$ cat config.mk
export PLATFORM = sky130hd
export DESIGN_NAME = regwin_pair
export DESIGN_NICKNAME = d
export VERILOG_FILES = /design/src/rtl/regwin_pkg.sv /design/src/rtl/win_ptr_fsm.sv /design/src/rtl/win_field_map.sv /design/src/rtl/win_channel.sv /design/src/rtl/regwin_pair.sv
export SDC_FILE = /design/constraint.sdc
export NUM_CORES = 1
export LEC_CHECK = 0
export ABC_AREA = 1
export CAP_MARGIN = 0
export CORE_ASPECT_RATIO = 0.75
export CORE_UTILIZATION = 28
export DETAILED_ROUTE_END_ITERATION = 10
export PLACE_DENSITY_LB_ADDON = 0.12
export SYNTH_ARGS = -nofsm -noshare
export SYNTH_HDL_FRONTEND = slang
export SYNTH_SLANG_ARGS = --single-unit
$ cat constraint.sdc
create_clock -name clk -period 1.32 [get_ports clk]
set_input_delay 0.132 -clock clk [delete_from_list [all_inputs] [get_ports clk]]
set_output_delay 0.132 -clock clk [all_outputs]
set_load 0.005 [all_outputs]
$ cat src/rtl/regwin_pkg.sv
package regwin_pkg;
    localparam int PTR_W      = 2;
    localparam int NUM_FIELDS = 7;
    localparam int IDX_W      = $clog2(NUM_FIELDS);

    localparam int F_SEC  = 0;
    localparam int F_MIN  = 1;
    localparam int F_HOUR = 2;
    localparam int F_WDAY = 3;
    localparam int F_DAY  = 4;
    localparam int F_MON  = 5;
    localparam int F_YEAR = 6;

    typedef enum logic [PTR_W-1:0] {
        PTR_MIN_SEC   = 2'b00,
        PTR_WDAY_HOUR = 2'b01,
        PTR_MON_DAY   = 2'b10,
        PTR_YEAR      = 2'b11
    } win_ptr_e;

    typedef struct packed {
        logic hi_rd;
        logic hi_wr;
        logic lo_rd;
        logic lo_wr;
    } win_acc_t;
endpackage

$ cat src/rtl/win_ptr_fsm.sv
module win_ptr_fsm
    import regwin_pkg::*;
(
    input  logic             clk,
    input  logic             rst_n,
    input  logic             load,
    input  logic [PTR_W-1:0] load_val,
    input  logic             hi_acc,
    output win_ptr_e         ptr
);
    win_ptr_e ptr_next;

    // state register
    always_ff @(posedge clk) begin
        if (!rst_n) ptr <= PTR_MIN_SEC;
        else        ptr <= ptr_next;
    end

    // transitions: load beats step; step walks toward PTR_MIN_SEC and holds there
    always_comb begin
        ptr_next = ptr;
        if (load) begin
            ptr_next = win_ptr_e'(load_val);
        end else if (hi_acc) begin
            unique case (ptr)
                PTR_YEAR:      ptr_next = PTR_MON_DAY;
                PTR_MON_DAY:   ptr_next = PTR_WDAY_HOUR;
                PTR_WDAY_HOUR: ptr_next = PTR_MIN_SEC;
                PTR_MIN_SEC:   ptr_next = PTR_MIN_SEC;
            endcase
        end
    end
endmodule

$ cat src/rtl/win_field_map.sv
module win_field_map
    import regwin_pkg::*;
#(
    parameter int DATA_W = 8
) (
    input  win_ptr_e                     ptr,
    input  win_acc_t                     acc,
    input  logic                         wr_enable,
    input  logic [NUM_FIELDS*DATA_W-1:0] fields,
    output logic [DATA_W-1:0]            rdata_hi,
    output logic [DATA_W-1:0]            rdata_lo,
    output logic [NUM_FIELDS-1:0]        rd_stb,
    output logic [NUM_FIELDS-1:0]        wr_stb
);
    logic             hi_used;
    logic [IDX_W-1:0] hi_idx;
    logic [IDX_W-1:0] lo_idx;

    // pair selected by each pointer state
    always_comb begin
        hi_used = 1'b1;
        hi_idx  = '0;
        lo_idx  = '0;
        unique case (ptr)
            PTR_MIN_SEC:   begin hi_idx = IDX_W'(F_MIN);  lo_idx = IDX_W'(F_SEC);  end
            PTR_WDAY_HOUR: begin hi_idx = IDX_W'(F_WDAY); lo_idx = IDX_W'(F_HOUR); end
            PTR_MON_DAY:   begin hi_idx = IDX_W'(F_MON);  lo_idx = IDX_W'(F_DAY);  end
            PTR_YEAR:      begin hi_used = 1'b0;          lo_idx = IDX_W'(F_YEAR); end
        endcase
    end

    // outputs: read mux and strobes
    always_comb begin
        rdata_hi = hi_used ? fields[hi_idx*DATA_W +: DATA_W] : '0;
        rdata_lo = fields[lo_idx*DATA_W +: DATA_W];
        rd_stb   = '0;
        wr_stb   = '0;
        if (acc.hi_rd && hi_used)              rd_stb[hi_idx] = 1'b1;
        if (acc.lo_rd)                         rd_stb[lo_idx] = 1'b1;
        if (acc.hi_wr && hi_used && wr_enable) wr_stb[hi_idx] = 1'b1;
        if (acc.lo_wr && wr_enable)            wr_stb[lo_idx] = 1'b1;
    end
endmodule

$ cat src/rtl/win_channel.sv
module win_channel
    import regwin_pkg::*;
#(
    parameter int DATA_W = 8
) (
    input  logic                         clk,
    input  logic                         rst_n,
    input  logic                         sel,
    input  logic                         wr_enable,
    input  logic                         ptr_load,
    input  logic [PTR_W-1:0]             ptr_value,
    input  win_acc_t                     acc_in,
    input  logic [NUM_FIELDS*DATA_W-1:0] fields,
    output logic [DATA_W-1:0]            rdata_hi,
    output logic [DATA_W-1:0]            rdata_lo,
    output logic [NUM_FIELDS-1:0]        rd_stb,
    output logic [NUM_FIELDS-1:0]        wr_stb,
    output logic [PTR_W-1:0]             ptr_out
);
    win_acc_t acc;
    win_ptr_e ptr;

    assign acc     = sel ? acc_in : '0;
    assign ptr_out = ptr;

    win_ptr_fsm u_fsm (
        .clk      (clk),
        .rst_n    (rst_n),
        .load     (sel && ptr_load),
        .load_val (ptr_value),
        .hi_acc   (acc.hi_rd || acc.hi_wr),
        .ptr      (ptr)
    );

    win_field_map #(.DATA_W(DATA_W)) u_map (
        .ptr       (ptr),
        .acc       (acc),
        .wr_enable (wr_enable),
        .fields    (fields),
        .rdata_hi  (rdata_hi),
        .rdata_lo  (rdata_lo),
        .rd_stb    (rd_stb),
        .wr_stb    (wr_stb)
    );
endmodule

$ cat src/rtl/regwin_pair.sv
module regwin_pair
    import regwin_pkg::*;
#(
    parameter int DATA_W = 8
) (
    input  logic                         clk,
    input  logic                         rst_n,
    input  logic                         wr_enable,
    input  logic                         win_sel,
    input  logic                         ptr_load,
    input  logic [PTR_W-1:0]             ptr_value,
    input  logic                         hi_rd,
    input  logic                         hi_wr,
    input  logic                         lo_rd,
    input  logic                         lo_wr,
    input  logic [DATA_W-1:0]            wdata,
    input  logic [NUM_FIELDS*DATA_W-1:0] tm_fields,
    input  logic [NUM_FIELDS*DATA_W-1:0] al_fields,
    output logic [DATA_W-1:0]            rdata_hi,
    output logic [DATA_W-1:0]            rdata_lo,
    output logic [NUM_FIELDS-1:0]        tm_rd_stb,
    output logic [NUM_FIELDS-1:0]        tm_wr_stb,
    output logic [NUM_FIELDS-1:0]        al_rd_stb,
    output logic [NUM_FIELDS-1:0]        al_wr_stb,
    output logic [DATA_W-1:0]            fld_wdata,
    output logic [PTR_W-1:0]             tm_ptr,
    output logic [PTR_W-1:0]             al_ptr
);
    localparam int NUM_WIN = 2;
    localparam int FBUS_W  = NUM_FIELDS * DATA_W;

    win_acc_t                        acc;
    logic [NUM_WIN-1:0][FBUS_W-1:0]  fbus;
    logic [NUM_WIN-1:0][DATA_W-1:0]  hi_w, lo_w;
    logic [NUM_WIN-1:0][NUM_FIELDS-1:0] rd_w, wr_w;
    logic [NUM_WIN-1:0][PTR_W-1:0]   ptr_w;

    assign acc       = '{hi_rd: hi_rd, hi_wr: hi_wr, lo_rd: lo_rd, lo_wr: lo_wr};
    assign fbus[0]   = tm_fields;
    assign fbus[1]   = al_fields;
    assign fld_wdata = wdata;

    for (genvar w = 0; w < NUM_WIN; w++) begin : g_win
        win_channel #(.DATA_W(DATA_W)) u_ch (
            .clk       (clk),
            .rst_n     (rst_n),
            .sel       (win_sel == 1'(w)),
            .wr_enable (wr_enable),
            .ptr_load  (ptr_load),
            .ptr_value (ptr_value),
            .acc_in    (acc),
            .fields    (fbus[w]),
            .rdata_hi  (hi_w[w]),
            .rdata_lo  (lo_w[w]),
            .rd_stb    (rd_w[w]),
            .wr_stb    (wr_w[w]),
            .ptr_out   (ptr_w[w])
        );
    end

    assign rdata_hi  = hi_w[win_sel];
    assign rdata_lo  = lo_w[win_sel];
    assign tm_rd_stb = rd_w[0];
    assign tm_wr_stb = wr_w[0];
    assign al_rd_stb = rd_w[1];
    assign al_wr_stb = wr_w[1];
    assign tm_ptr    = ptr_w[0];
    assign al_ptr    = ptr_w[1];
endmodule

==> reports/results.ini <==
[critical_path]
max_stage_delay_ns = 0.38
critPathArrivalTime_ns = 1.42
start_kind = register
crit_fanout = 4
critPathSlowestCell = dfxtp_4
reg2reg_slack_ns = 0.04
cp_cell_sequence = buf_12 -> nor2_4 -> buf_6 -> buf_6 -> nand2_2 -> nand3_2 -> nand2_2 -> nand2_1 -> buf_2
endpoint_kind = output pin
crit_required_ns = 1.19
crit_type = register to output pin
ff2ff_path_depth = 9
rr_startpoint = g_win[1].u_ch.u_fsm.ptr[0]
r2r_end = g_win[1].u_ch.u_fsm.ptr[0]

[global_routing]
grt_start_max_net_pins = 21
globalRouteOverflowTotal = 0
grt_pass1_wl_um = 13400
antenna_found_initial = 0
grt_pass1_vias = 2905
track_usage_pct = 27.2

[sta]
period_needed_ns = 1.56
finalHoldViolCount = 0
max_slew_margin_pct = 82.6
skew_ns = 0.0000975
layout_setup_ws_ns = -0.236
setup_viol = 22
rsz0062_at_grt = yes
drv_slew = 0
fin_crit_sh_pct = 118
worst_pin_slew_ns = 0.259
clock.fmax_ghz = 0.643

[synth]
ys_seq_area_share_pct = 4.94
synth_cell_types = 17
synthCells = 382
syn_nets = 513
yosysWarnings = 0
syn_area_um2 = 1620
syn_avg_cell_area_um2 = 4.24
synth-seq-cells = 4

[final_layout]
layout_common_cells = 203 x nand2_1, 118 x clkdlybuf4s50_1, 41 x nand2_2, 32 x nor2_1, 31 x buf_4
regMostFlops = g_win.u_ch.u_fsm.ptr
syn2layout_area_growth_pct = 159
largestRegisters = g_win.u_ch.u_fsm.ptr (4)
largest_register_ffs = 4
final_common_cell = nand2_1
fin_nets = 730
postLayoutCoreUtil_pct = 76.7
fillCellCount = 445
diodes = 0
stdcell_count = 672
drive_above_1_share_pct = 33.3

[die]
die_w_um = 89.9
die_area_um2 = 6100
pin_count = 187
die_y_um = 67.9
fp.coreArea_um2 = 5470
initial_core_util_pct = 29.7
fp-row-count = 23

[clock_network]
cts_htree_levels = 1
root_buffer = clkbuf_8
cts_hold_buf = 0
cts.path.max_buffers = 2
numCtsBuffers = 3
cts_sinks = 4
cts_tree = yes
clk_pin_slew_ns = 0.03
worstSkewPairLatency_ns = 0.22

[routing]
remaining_drc_errors = 0
wl_per_cell_um = 13.7
routed_wl_um = 9220
vias = 3143
viasPerCell = 4.68
drtIter0Drc = 96
detail-route-antenna-nets = 0
drt_first_pass_iters = 4

[placement]
placed_cells = 637
dp_hpwl_um = 6160
port_buffers = 170
routabilityCongestion = 0.789

[run_status]
violations = setup timing
outcome = finished with violations

[worst_hold_path]
worstHoldStart = wdata[0]
holdPathStages = 0
hp-class = primary input to output pin
hold_path_end = fld_wdata[0]

[power_and_ir_drop]
p_leak_nw = 2.23
powerDensity_nw_per_um2 = 507
ir_worst_vdd_mv = 0.309
p_total_mw = 2.13

[flow_run]
cap_violations = 0

-- routing by layer --
layer	vias up	routed length, µm	track usage, %
li1	1592	-	-
met1	1380	3810	33.7
met2	150	4470	48.5
met3	21	665	4.33
met4	0	269	10.9
met5	-	0	0
-- logic make-up after synthesis --
kind of cell / after synthesis / synth area share [%]
compound gates: 2 / 0.617
simple gates: 337 / 82.3
buf+inv: 39 / 12.1
flops: 4 / 4.94
-- worst max-delay path: cells and delay by family (launching register included) --
| kind | cells | cell delay, ns |
|---|---|---|
| buffers and inverters | 4 | 0.45 |
| flip-flops | 1 | 0.38 |
| AND/OR/NAND/NOR | 5 | 0.36 |
-- worst max path at each step --
stage / startpoint / end / slack [ns]
after floorplan: g_win[1].u_ch.u_fsm.ptr[0] / rdata_hi[0] / 0.15
after global placement: win_sel / rdata_hi[5] / -0.44
after detailed placement: win_sel / al_wr_stb[2] / -0.49
after CTS: g_win[1].u_ch.u_fsm.ptr[0] / rdata_hi[2] / -0.21
after global routing: g_win[1].u_ch.u_fsm.ptr[0] / rdata_lo[4] / -0.29
final: g_win[1].u_ch.u_fsm.ptr[0] / rdata_hi[0] / -0.24
-- what timing repair did --
item / CTS / global route
gates resized for setup: 234 / 78
setup endpoints to repair: 50 / 43
pin swaps: 31 / 54
gates cloned: 4 / 0
setup buffers: 21 / 10
-- metrics by stage --
stage	cell area, µm²	hold WS (ns)	worst slack [ns]	setup TNS [ns]
final	4190	0.264	-0.236	-3.64
after CTS	4010	0.264	-0.206	-3.12
after global placement	3560	0.264	-0.443	-18.06
after detailed placement	3560	0.264	-0.485	-17.84
after floorplan	1620	0.253	0.152	0
after global routing	4190	0.264	-0.289	-5.10
-- Yosys cell counts (all sizes together) --
cell	n	area [µm²]
clkbuf	2	7.51
o21ai	1	5.00
buf	23	136
or2	3	18.8
nand4	1	6.26
nand3	35	175
nand3b	1	7.51
inv	14	52.6
nor2	45	181
nand2	252	946
dfxtp	4	80.1
a21oi	1	5.00
-- power by group --
part	switching (mW)	internal, mW
Clock	0.0718	0.195
Combinational	0.743	0.957
Sequential	0.0287	0.132
-- final cells by class --
class                           count  area [µm²]  share of cell area (%)
Timing Repair Buffer              237        2260                    53.9
Multi-Input combinational cell    339        1640                    39.1
Sequential cell                     4        95.1                    2.27
Tap cell                           75        93.8                    2.24
Inverter                           14        62.6                    1.49
Clock buffer                        3        41.3                   0.984
Power figures use the tool's default switching activity.
